File: src/rtl/zalu_pkg.sv
`timescale 1ns/1ps
package zalu_pkg;
  localparam int DATA_W = 8;
  localparam int OP_W   = 4;

  // Flag byte bit positions
  localparam int FB_S  = 7;
  localparam int FB_Z  = 6;
  localparam int FB_X5 = 5;
  localparam int FB_H  = 4;
  localparam int FB_X3 = 3;
  localparam int FB_PV = 2;
  localparam int FB_N  = 1;
  localparam int FB_C  = 0;

  typedef enum logic [OP_W-1:0] {
    OP_ADD = 4'd0,
    OP_ADC = 4'd1,
    OP_SUB = 4'd2,
    OP_SBC = 4'd3,
    OP_CP  = 4'd4,
    OP_AND = 4'd5,
    OP_OR  = 4'd6,
    OP_XOR = 4'd7,
    OP_INC = 4'd8,
    OP_DEC = 4'd9,
    OP_CPL = 4'd10,
    OP_SCF = 4'd11,
    OP_CCF = 4'd12,
    OP_R13 = 4'd13,
    OP_R14 = 4'd14,
    OP_R15 = 4'd15
  } alu_op_e;
endpackage

File: src/rtl/zalu_arith.sv
`timescale 1ns/1ps
// Shared add/subtract path. Subtraction runs as A + ~B + !cin; carry and
// half carry are inverted back into borrows at the output.
module zalu_arith #(
  parameter int W  = 8,
  parameter int HB = 4
) (
  input  logic [W-1:0] a,
  input  logic [W-1:0] b,
  input  logic         cin,
  input  logic         sub,
  output logic [W-1:0] res,
  output logic         half,
  output logic         ovf,
  output logic         cout
);
  logic [W-1:0] b_eff;
  logic         c0;
  logic         c_top;

  always_comb begin
    b_eff = sub ? ~b : b;
    c0    = sub ? ~cin : cin;
    {c_top, res} = {1'b0, a} + {1'b0, b_eff} + {{W{1'b0}}, c0};
    // carry into bit HB recovered from the sum bit
    half  = a[HB] ^ b_eff[HB] ^ res[HB] ^ sub;
    cout  = c_top ^ sub;
    ovf   = (a[W-1] == b_eff[W-1]) && (res[W-1] != a[W-1]);
  end
endmodule

File: src/rtl/zalu_logic.sv
`timescale 1ns/1ps
// Bitwise operations with even-parity indication.
module zalu_logic #(
  parameter int W = 8
) (
  input  logic [W-1:0] a,
  input  logic [W-1:0] b,
  input  logic [1:0]   sel,   // 0: and, 1: or, 2/3: xor
  output logic [W-1:0] res,
  output logic         par_even
);
  always_comb begin
    unique case (sel)
      2'd0:    res = a & b;
      2'd1:    res = a | b;
      default: res = a ^ b;
    endcase
    par_even = ~(^res);
  end
endmodule

File: src/rtl/zalu_core.sv
`timescale 1ns/1ps
// Combinational operation select and per-class flag rules.
module zalu_core
  import zalu_pkg::*;
(
  input  logic [OP_W-1:0]   op,
  input  logic [DATA_W-1:0] a,
  input  logic [DATA_W-1:0] b,
  input  logic [7:0]        fin,
  output logic [DATA_W-1:0] res,
  output logic [7:0]        fout
);
  alu_op_e op_e;
  logic [DATA_W-1:0] ar_b, ar_res, lg_res;
  logic ar_cin, ar_sub, ar_half, ar_ovf, ar_cout, lg_par;
  logic [1:0] lg_sel;
  logic fs, fz, fh, fpv, fn, fc;

  assign op_e = alu_op_e'(op);

  always_comb begin
    ar_b   = b;
    ar_cin = 1'b0;
    ar_sub = 1'b0;
    unique case (op_e)
      OP_ADC: ar_cin = fin[FB_C];
      OP_SUB, OP_CP: ar_sub = 1'b1;
      OP_SBC: begin ar_sub = 1'b1; ar_cin = fin[FB_C]; end
      OP_INC: ar_b = DATA_W'(1);
      OP_DEC: begin ar_b = DATA_W'(1); ar_sub = 1'b1; end
      default: ;
    endcase
    unique case (op_e)
      OP_AND:  lg_sel = 2'd0;
      OP_OR:   lg_sel = 2'd1;
      default: lg_sel = 2'd2;
    endcase
  end

  zalu_arith #(.W(DATA_W), .HB(4)) u_arith (
    .a(a), .b(ar_b), .cin(ar_cin), .sub(ar_sub),
    .res(ar_res), .half(ar_half), .ovf(ar_ovf), .cout(ar_cout)
  );

  zalu_logic #(.W(DATA_W)) u_logic (
    .a(a), .b(b), .sel(lg_sel), .res(lg_res), .par_even(lg_par)
  );

  always_comb begin
    res = a;
    fs  = fin[FB_S];
    fz  = fin[FB_Z];
    fh  = fin[FB_H];
    fpv = fin[FB_PV];
    fn  = fin[FB_N];
    fc  = fin[FB_C];
    unique case (op_e)
      OP_ADD, OP_ADC, OP_SUB, OP_SBC: begin
        res = ar_res;
        fs  = ar_res[DATA_W-1];
        fz  = (ar_res == '0);
        fh  = ar_half;
        fpv = ar_ovf;
        fn  = ar_sub;
        fc  = ar_cout;
      end
      OP_CP: begin
        fs  = ar_res[DATA_W-1];
        fz  = (ar_res == '0);
        fh  = ar_half;
        fpv = ar_ovf;
        fn  = 1'b1;
        fc  = ar_cout;
      end
      OP_AND, OP_OR, OP_XOR: begin
        res = lg_res;
        fs  = lg_res[DATA_W-1];
        fz  = (lg_res == '0);
        fh  = (op_e == OP_AND);
        fpv = lg_par;
        fn  = 1'b0;
        fc  = 1'b0;
      end
      OP_INC, OP_DEC: begin
        res = ar_res;
        fs  = ar_res[DATA_W-1];
        fz  = (ar_res == '0);
        fh  = ar_half;
        fpv = ar_ovf;
        fn  = ar_sub;
      end
      OP_CPL: begin
        res = ~a;
        fh  = 1'b1;
        fn  = 1'b1;
      end
      OP_SCF: begin
        fh = 1'b0;
        fn = 1'b0;
        fc = 1'b1;
      end
      OP_CCF: begin
        fh = fin[FB_C];
        fn = 1'b0;
        fc = ~fin[FB_C];
      end
      default: ;
    endcase
    fout = {fs, fz, fin[FB_X5], fh, fin[FB_X3], fpv, fn, fc};
  end
endmodule

File: src/rtl/zflag_alu.sv
`timescale 1ns/1ps
// Stream wrapper: one output register with valid/ready on both sides.
module zflag_alu
  import zalu_pkg::*;
(
  input  logic              clk,
  input  logic              rst_n,
  input  logic              in_valid,
  output logic              in_ready,
  input  logic [OP_W-1:0]   in_op,
  input  logic [DATA_W-1:0] in_a,
  input  logic [DATA_W-1:0] in_b,
  input  logic [7:0]        in_flags,
  output logic              out_valid,
  input  logic              out_ready,
  output logic [DATA_W-1:0] out_result,
  output logic [7:0]        out_flags
);
  logic [DATA_W-1:0] core_res;
  logic [7:0]        core_flags;
  logic              take;

  zalu_core u_core (
    .op(in_op), .a(in_a), .b(in_b), .fin(in_flags),
    .res(core_res), .fout(core_flags)
  );

  assign in_ready = !out_valid || out_ready;
  assign take     = in_valid && in_ready;

  always_ff @(posedge clk) begin
    if (!rst_n) begin
      out_valid  <= 1'b0;
      out_result <= '0;
      out_flags  <= '0;
    end else begin
      if (take) begin
        out_valid  <= 1'b1;
        out_result <= core_res;
        out_flags  <= core_flags;
      end else if (out_ready) begin
        out_valid  <= 1'b0;
      end
    end
  end
endmodule

File: config.mk
export PLATFORM = sky130hd
export DESIGN_NAME = zflag_alu
export DESIGN_NICKNAME = d
export VERILOG_FILES = /design/src/rtl/zalu_pkg.sv /design/src/rtl/zalu_arith.sv /design/src/rtl/zalu_logic.sv /design/src/rtl/zalu_core.sv /design/src/rtl/zflag_alu.sv
export SDC_FILE = /design/constraint.sdc
export NUM_CORES = 1
export LEC_CHECK = 0
export ABC_AREA = 1
export BUFFER_PORTS_ARGS = -buffer_cell sky130_fd_sc_hd__clkbuf_2
export CORE_MARGIN = 2
export CORE_UTILIZATION = 50
export DETAILED_ROUTE_END_ITERATION = 10
export PLACE_DENSITY = 0.73
export SLEW_MARGIN = 0
export SYNTH_ARGS = -nofsm -noshare
export SYNTH_HDL_FRONTEND = slang
export SYNTH_HIERARCHICAL = 1
export SYNTH_SLANG_ARGS = --single-unit
File: constraint.sdc
create_clock -name clk -period 6.5 [get_ports clk]
set_input_delay 0.975 -clock clk [delete_from_list [all_inputs] [get_ports clk]]
set_output_delay 0.975 -clock clk [all_outputs]
set_load 0.1 [all_outputs]
==> results.cfg, run 1 <==
[timing]
whs_ps = 478
slew_violations = 0
worst_slew_pin_slew_ps = 895
slew_headroom_pct = 39.9
fin_crit_ps = 3840
rsz0062_at_grt = no
min_period_over_period_pct = 59.0
finalHoldViolations = 0
finalSetupViolCount = 0
finalClockSkew_ps = 1.46
fin_setup_tns_ps = 0
fmax_ghz = 0.261

[synth]
syn_nets = 526
synth_area_per_cell_um2 = 5.87
syn_area_um2 = 2750
yosys_warnings = 6
syn_inst = 469
synth.yosys.seq_area_share_pct = 12.4
ys_types = 29
synth_seq_cells = 17

[run_status]
status = complete, no violations

[grt]
grt.total_usage_pct = 21.2
overflow = 0
grt_use_met1_pct = 29.2
grt_max_degree = 35
antenna_found_initial = 0
use_met3_pct = 1.38
grt.busiest_layer = met2
grtUsageMet2_pct = 35.6
grt_pass1_wl_um = 10800
grt_pass1_vias = 2453

[clock_tree]
postCtsSetupBuffers = 0
cts_made_buffers = 3
cts.sinks = 17
cts-hold-fix-buffers = 0
htreeDepth = 1
clock_latency_ps = 240
clk_pin_slew_ps = 60
cts_tree = built
cts-root-buf = clkbuf_8
cts-resized-gates = 0
clockBufferDepth = 2

[die]
core_area_um2 = 5410
dieHeight_um = 78.2
rows = 27
die-area_um2 = 6110
io_pins = 50
die_x_um = 78.2
initial_core_util_pct = 50.9

[job]
maxCapViolCount = 0

[detailed_routing]
avgViaCountPerCell = 4.78
drt-total-wl_um = 6250
drcViolationCount = 0
dr.pass1.iters = 4
wl_per_cell_um = 10.9
drtIter0Drc = 116
vias = 2746
ant_nets = 0

[worst_setup_path]
ff2ff_path_depth = 4
rrSetupSlack_ps = 5490
crit_type = primary input to flip-flop
crit_end = out_flags[6]$_SDFFE_PN0P_
r2r_end = out_flags[7]$_SDFFE_PN0P_
timing.critical_path.from = in_op[2]
cp-start-kind = primary input
end_kind = flip-flop
cp.required_ps = 6680
r2r_start = out_valid$_SDFFE_PN0P_
worst-path-max-fanout = 12
crit_arrival_ps = 4020

[power_and_ir_drop]
ir_drop_mv = 0.105
power_density_nw_per_um2 = 179
leakagePower_nw = 1.83
p_comb_share_pct = 63.6
seq_power_share_pct = 22.4
p_switching_mw = 0.273
swShare_pct = 51.4
intPower_mw = 0.258
clkPwrFrac_pct = 13.9

[placement]
dpl_cell_area_um2 = 2920
dp.cells = 571
place_hpwl_um = 5150
portBuffers = 49
routabilityCongestion = 0.937

[finish]
instances_no_fill = 575
final_cell_mix = 153 x nand2_1, 67 x inv_1, 55 x nor2_1
antenna_cells = 0
fin_nets = 561
final_common_cell = nand2_1
drive_above_1_share_pct = 19.1
fin_area_um2 = 2960
nFillCells = 585
area_growth_pct = 7.64

[min_path]
hp-class = flip-flop to flip-flop
power by group through the flow:
stage                     clock network [mW]  registers, mW  logic, mW
after global routing                  0.0816          0.120      0.377
after floorplan                            0          0.191      0.212
after detailed placement                   0          0.121      0.336
final                                 0.0740          0.119      0.337
after CTS                             0.0756          0.119      0.337
after global placement                     0          0.121      0.331
worst max-delay path: stages:
cell and delay [ps]:
clkbuf_2 160, inv_1 100, nand2_1 120, nor2_1 60
a21oi_1 170, o21ai_1 100, buf_4 200, xor2_1 190
fa_1 450, fa_1 410, nand3_1 100, nand2_2 100
nand2_2 70, nand2_1 50, xor2_1 160, nor2_1 90
nand2_1 50, nor2_1 80, nand2_1 60, nand3_1 70
inv_1 40, nand3_1 70, nand2_1 60, nor2_1 80
metrics by stage:
stage	power (mW)	utilization (%)	setup slack, ps
after global placement	0.452	54.0	2570
final	0.530	54.8	2660
after detailed placement	0.458	54.0	2440
after CTS	0.532	54.8	2690
after floorplan	0.403	-	2670
after global routing	0.579	54.8	2420
logic make-up (layout without fill, tap and decap cells):
kind of cell / after synthesis / count (layout) / synth area share, %
compound gates: 28 / 28 / 6.00
xor+xnor: 15 / 15 / 4.78
flops: 17 / 17 / 12.4
fa+ha+maj: 25 / 25 / 11.9
simple gates: 288 / 288 / 48.1
buf+inv: 96 / 130 / 16.8
area by class of cell:
class                           count  area, um2  share of cell area (%)
Sequential cell                    17        340                    11.5
Tap cell                           72       90.1                    3.04
Multi-Input combinational cell    356       1950                    65.8
Timing Repair Buffer               50        253                    8.53
Clock buffer                        4       45.0                    1.52
Inverter                           76        285                    9.63
registers in the layout (all words and copies together), names as in the netlist:
register / count
out_result: 8
out_flags: 8
out_valid: 1
synthesized netlist by cell type:
cell / n / area, um2
nor2_2: 5 / 31.3
or2_4: 1 / 8.76
nand2_2: 7 / 43.8
dfxtp_1: 17 / 340
xor2_1: 14 / 123
buf_6: 8 / 90.1
buf_4: 11 / 82.6
nor2_4: 5 / 56.3
a21boi_0: 1 / 7.51
o21ai_0: 1 / 5.00
nand4_1: 2 / 12.5
nor3_1: 2 / 10.0
ha_1: 23 / 288
nand2_1: 153 / 574
inv_2: 9 / 33.8
fa_1: 2 / 40.0
nor2_1: 55 / 206
a21oi_2: 1 / 8.76
buf_2: 1 / 5.00
a21boi_1: 1 / 7.51
nand3_2: 12 / 120
a21oi_4: 1 / 16.3
a21oi_1: 21 / 105
inv_1: 67 / 251
nand3_1: 37 / 185
nand2_4: 2 / 22.5
nand3b_1: 7 / 52.6
xnor2_1: 1 / 8.76
o21a_1: 2 / 15.0
worst min-delay path by stage:
stage | from | endpoint | slack (ps) | cells past startpoint
2_1_floorplan | out_flags[1]$_SDFFE_PN0P_ | out_flags[1]$_SDFFE_PN0P_ | 960 | 2
3_3_place_gp | out_result[1]$_SDFFE_PN0P_ | out_result[1]$_SDFFE_PN0P_ | 460 | 2
3_5_place_dp | out_result[1]$_SDFFE_PN0P_ | out_result[1]$_SDFFE_PN0P_ | 470 | 2
4_1_cts | out_result[1]$_SDFFE_PN0P_ | out_result[1]$_SDFFE_PN0P_ | 490 | 2
5_1_grt | out_result[1]$_SDFFE_PN0P_ | out_result[1]$_SDFFE_PN0P_ | 510 | 2
6_report | out_flags[1]$_SDFFE_PN0P_ | out_flags[1]$_SDFFE_PN0P_ | 480 | 2
metal layers:
layer,part of all wire [%],wire length (um),vias up
li1,-,-,1496
met1,47,2940,1175
met2,47,2910,66
met3,4.6,286,9
met4,1.8,111,0
met5,0,0,-
No activity file was read; power rests on OpenSTA's default activity.
==> run 2: changes to the inputs <==
clock period = 3.57 ns   (was 6.5 ns; I/O delays follow)
==> run 2 against run 1 <==
Flip-flop and latch count did not move. Combinational power rose by 83%. Core utilization increased by 0.44 points. Register-to-register slack worse by 2900 ps. First-iteration DRC count shrank 41%. Sequential share of layout area down 0.091 points. Clock skew grew 3.3 ps. Via count grew 0.98%. Sequential power grew 82%. Highest routed layer unchanged.
==> results.cfg, run 2 (synthesized netlist as in run 1, its figures left out) <==
[timing]
fmax_ghz = 0.306
min_period_over_period_pct = 91.6
rsz0062_at_grt = no
finalClockSkew_ps = 4.73
slew_headroom_pct = 55.8
worst_slew_pin_slew_ps = 662
finalHoldViolations = 0
fin_setup_tns_ps = 0
slew_violations = 0
finalSetupViolCount = 0
fin_crit_ps = 3270

[finish]
area_growth_pct = 8.50
fin_nets = 564
reg.largest.list = out_flags (8), out_result (8), out_valid (1)
final_util_pct = 55.2
drive_above_1_share_pct = 19.8
final_common_cell = nand2_1
nFillCells = 594
final_cell_mix = 153 x nand2_1, 67 x inv_1, 55 x nor2_1
antenna_cells = 0

[detailed_routing]
drtIter0Drc = 68
dr.pass1.iters = 4
drt-total-wl_um = 6370
wl_per_cell_um = 11.0
ant_nets = 0
drcViolationCount = 0
vias = 2773
avgViaCountPerCell = 4.80

[worst_setup_path]
worstPathCellList = clkbuf_2, inv_1, nand2_1, nor2_1, a21oi_1, o21ai_1, xor2_1, fa_1, fa_1, nand3_1, nand2_2, nand2_2, nand2_1, xor2_1, nor2_1, nand2_1, nor2_1, nand2_1, nand3_1, inv_1, nand3_1, nand2_1, nor2_1
crit_slowest_cell = fa_1
rrSetupSlack_ps = 2570
crit_family = simple AND/OR/NAND/NOR gates
cp-start-kind = primary input
end_kind = flip-flop
cp.required_ps = 3760
crit_type = primary input to flip-flop
timing.critical_path.from = in_op[2]
r2r_end = out_result[5]$_SDFFE_PN0P_
cp_num_buf_inv = 3
worst-path-max-fanout = 5
crit_end = out_flags[6]$_SDFFE_PN0P_
slowest_delay_ps = 440
ff2ff_path_depth = 4
worstSetupPathDepth = 23
r2r_start = out_valid$_SDFFE_PN0P_
crit_arrival_ps = 3460
cp_common_cell = nand2_1

[die]
core_area_um2 = 5410
dieHeight_um = 78.2
initial_core_util_pct = 50.9
die-area_um2 = 6110
io_pins = 50
die_x_um = 78.2
rows = 27

[job]
maxCapViolCount = 0

[clock_tree]
clock_latency_ps = 250
cts-root-buf = clkbuf_8
cts_tree = built
clockBufferDepth = 2
htreeDepth = 1
cts-hold-fix-buffers = 0
cts-resized-gates = 0
clk_pin_slew_ps = 60
postCtsSetupBuffers = 0
cts_made_buffers = 3
cts.sinks = 17

[grt]
antenna_found_initial = 0
grt_pass1_wl_um = 11000
grt.total_usage_pct = 21.7
grt_max_degree = 35
overflow = 0
grt_pass1_vias = 2417

[min_path]
hp-class = flip-flop to flip-flop
whs_path_depth = 2

[power_and_ir_drop]
power_density_nw_per_um2 = 325
leakagePower_nw = 1.85
ir_drop_mv = 0.197

[placement]
place_hpwl_um = 5290
portBuffers = 49
routabilityCongestion = 0.924

[run_status]
status = complete, no violations
## run 2: cell types whose count changed in the layout (fill, tap and decap cells not counted)
| cell | previous run | this run |
|---|---|---|
| buf_4 | 1 | 4 |
| clkinv_2 | 0 | 1 |
| clkbuf_1 | 1 | 0 |
## run 2: routing by layer
metal  part of all wire, %  vias up  GRT usage, %
met5                     0        -             0
met4                   1.3        0          5.61
met3                   3.3        6          1.03
met2                    48       49          37.0
met1                    47     1213          29.9
li1                      -     1505             -
## run 2: where the power goes
group          leakage [nW]  internal, mW  switching (mW)
sequential            0.141         0.208         0.00903
clock                0.0255        0.0773          0.0598
combinational          1.68         0.185           0.433
## run 2: layout make-up
class                           instances  area, um2  share of cell area [%]
Tap cell                               72       90.1                    3.02
Multi-Input combinational cell        356       1950                    65.3
Inverter                               76        285                    9.56
Clock inverter                          1       5.00                   0.168
Sequential cell                        17        340                    11.4
Timing Repair Buffer                   53        275                    9.22
Clock buffer                            3       41.3                    1.38
## run 2: how the worst min path moves through the flow
stage | start | end
floorplan | rst_n | out_result[6]$_SDFFE_PN0P_
global placement | out_result[7]$_SDFFE_PN0P_ | out_result[7]$_SDFFE_PN0P_
detailed placement | out_flags[2]$_SDFFE_PN0P_ | out_flags[2]$_SDFFE_PN0P_
CTS | out_flags[2]$_SDFFE_PN0P_ | out_flags[2]$_SDFFE_PN0P_
global route | out_result[7]$_SDFFE_PN0P_ | out_result[7]$_SDFFE_PN0P_
finish | out_result[7]$_SDFFE_PN0P_ | out_result[7]$_SDFFE_PN0P_
## run 2: worst reg2reg max path, stage by stage, from the launching register on
cell     delay (ps)
dfxtp_1         330
nand2_4         290
nand3_1         140
nand2_1          90
nor2_1           40
## run 2: stage by stage
stage	power (mW)	instance area (um2)	std cells	hold WS [ps]	worst slack, ps
after CTS	0.977	2990	578	484	317
after floorplan	0.734	2750	469	809	183
after detailed placement	0.838	2940	574	469	61.6
final	0.971	2990	578	480	298
after global placement	0.829	2940	574	460	181
after global routing	1.06	2990	578	502	31.8
==> run 3: changes to the inputs <==
ABC_AREA = not set   (was 1)
ABC_CLOCK_PERIOD_IN_PS = 3570   (was not set)
PLACE_DENSITY = 0.74   (was 0.73)
==> run 3 against run 2 <==
Non-clock buffer count up 18. Hold slack worse by 26 ps. Combinational power up 3%. Maximum frequency down 2.4%. Final cell count down 28%. Flip-flop and latch count unchanged. Clock skew down 4.1 ps. Sequential power about the same. Die area down 12%. Setup slack worse by 79 ps. Core utilization up 4.1 points. Largest cell class unchanged. Largest power group unchanged.
==> results.cfg, run 3 <==
[job]
maxCapViolCount = 0

[detailed_routing]
drtIter0Drc = 146
vias = 2289
drt-total-wl_um = 5530
avgViaCountPerCell = 5.52
drcViolationCount = 0
wl_per_cell_um = 13.3
ant_nets = 0
dr.pass1.iters = 4

[timing]
fmax_ghz = 0.298
worst_slew_pin_slew_ps = 569
min_period_over_period_pct = 93.9
fin_setup_tns_ps = 0
slew_headroom_pct = 62.1
slew_violations = 0
finalHoldViolations = 0
rsz0062_at_grt = no
finalClockSkew_ps = 0.621
finalSetupViolCount = 0
whs_ps = 454
fin_crit_ps = 3350
fin_ws_ps = 220

[finish]
final_util_pct = 59.4
area_growth_pct = 15.6
final_common_cell = clkbuf_2
fin_area_um2 = 2790
drive_above_1_share_pct = 26.6
reg.largest.list = out_flags (8), out_result (8), out_valid (1)
antenna_cells = 0
fin_nets = 419
final_cell_mix = 49 x clkbuf_2, 48 x nand2_1, 35 x inv_1
instances_no_fill = 415

[power_and_ir_drop]
power_mw = 0.999
power_density_nw_per_um2 = 359
leakagePower_nw = 1.44
ir_drop_mv = 0.200

[clock_tree]
cts.sinks = 17
cts-root-buf = clkbuf_8
cts-hold-fix-buffers = 0
clock_latency_ps = 250
cts_made_buffers = 3
clk_pin_slew_ps = 70
cts_tree = built
clockBufferDepth = 2
htreeDepth = 1

[die]
die_x_um = 73.4
rows = 25
core_area_um2 = 4690
dieHeight_um = 73.4
initial_core_util_pct = 51.3
io_pins = 50
die-area_um2 = 5390

[synth]
yosys-top-cells-area = dfxtp_1 14%, ha_1 12%, mux2i_1 7.5%
synth_seq_cells = 17
synthXorXnorAreaFrac_pct = 9.14
synth_top_family_by_area = compound AO/OA/AOI/OAI gates
yosysMostFrequentCell = nand2_1
syn_area_um2 = 2410
yosys.area_share.simple_pct = 20.8
synth.area.mux_share_pct = 7.95
yosys_warnings = 6
synth_top_cell_area_share_pct = 14.1
yosysTopAreaCell = dfxtp_1
ys.flop_type = dfxtp_1
synth_area_per_cell_um2 = 7.74
synth.yosys.seq_area_share_pct = 14.1
synth-compound-area-share_pct = 20.9
syn_inst = 311
synth_edf_count = 0
syn_nets = 368
synth_commonest_cells = 48 x nand2_1, 35 x inv_1, 23 x ha_1, 18 x mux2i_1, 17 x dfxtp_1
synthAdderAreaFrac_pct = 13.6
async_reset_ff_share_pct = 0
ys_types = 52

[grt]
grt_pass1_vias = 2135
overflow = 0
grt_max_degree = 34
grt_pass1_wl_um = 9400
grt.total_usage_pct = 21.6
antenna_found_initial = 0

[run_status]
status = complete, no violations

[placement]
place_hpwl_um = 4520
portBuffers = 49
routabilityCongestion = 0.880
place_ws_ps = -24.3
dpl_cell_area_um2 = 2730
dp.cells = 411

[worst_setup_path]
worst-path-max-fanout = 6
cp-start-kind = primary input
r2r_start = out_valid$_SDFFE_PN0P_
end_kind = flip-flop
ff2ff_path_depth = 3
crit_type = primary input to flip-flop
crit_arrival_ps = 3530
r2r_end = out_flags[2]$_SDFFE_PN0P_
rrSetupSlack_ps = 2530
cp.required_ps = 3750
timing.critical_path.from = in_op[3]
crit_end = out_flags[6]$_SDFFE_PN0P_

[min_path]
hp-class = flip-flop to flip-flop
run 3: per-layer routing:
metal / global-route usage (%) / wire length, um / vias up
met4: 5.25 / 76 / 0
met2: 39.4 / 2830 / 70
met5: 0 / 0 / -
met3: 3.02 / 258 / 8
li1: - / - / 1152
met1: 26.6 / 2360 / 1059
run 3: area by class of cell:
| class | instances | area [um2] |
|---|---|---|
| tap | 54 | 67.6 |
| multi-input combinational | 233 | 1790 |
| sequential | 17 | 340 |
| fill | 433 | 1910 |
| inverter | 36 | 135 |
| clock buffer | 4 | 45.0 |
| timing repair buffer | 71 | 410 |
run 3: kinds of logic (layout without fill, tap and decap cells):
logic type / after synthesis / after routing
compound gates: 66 / 66
xor+xnor: 22 / 22
fa+ha+maj: 25 / 25
buf+inv: 61 / 111
flops: 17 / 17
mux: 19 / 19
simple gates: 101 / 101
run 3: worst max-delay path, stage by stage:
cell and delay [ps]:
clkbuf_2 150, nand2b_4 150, o22ai_2 70, o21a_1 230, xor2_2 200, fa_2 380, fa_2 370, a211oi_2 220
o21bai_1 100, a21oi_1 170, xnor2_1 100, nor4_1 310, and4b_1 230, a221o_1 100, nand2_1 60, mux2i_1 160
run 3: power by group:
part           switching (mW)  leakage, nW  total (mW)  internal (mW)
combinational           0.388         1.28       0.635          0.247
sequential            0.00901        0.140       0.217          0.208
clock                  0.0665       0.0228       0.146         0.0793
run 3: worst min path at each step:
stage,start,to,slack [ps],cells past startpoint
after detailed placement,out_flags[6]$_SDFFE_PN0P_,out_flags[6]$_SDFFE_PN0P_,450,2
after global routing,out_flags[5]$_SDFFE_PN0P_,out_flags[5]$_SDFFE_PN0P_,470,2
after floorplan,in_valid,out_valid$_SDFFE_PN0P_,670,2
after CTS,out_result[7]$_SDFFE_PN0P_,out_result[7]$_SDFFE_PN0P_,460,2
after global placement,out_flags[5]$_SDFFE_PN0P_,out_flags[5]$_SDFFE_PN0P_,440,2
final,out_result[7]$_SDFFE_PN0P_,out_result[7]$_SDFFE_PN0P_,450,2
run 3: repair_timing:
action,4_1_cts,5_1_grt
buffers inserted,0,0
resized for setup,0,2
endpoints found under the hold margin,0,0
setup endpoints to repair,0,3
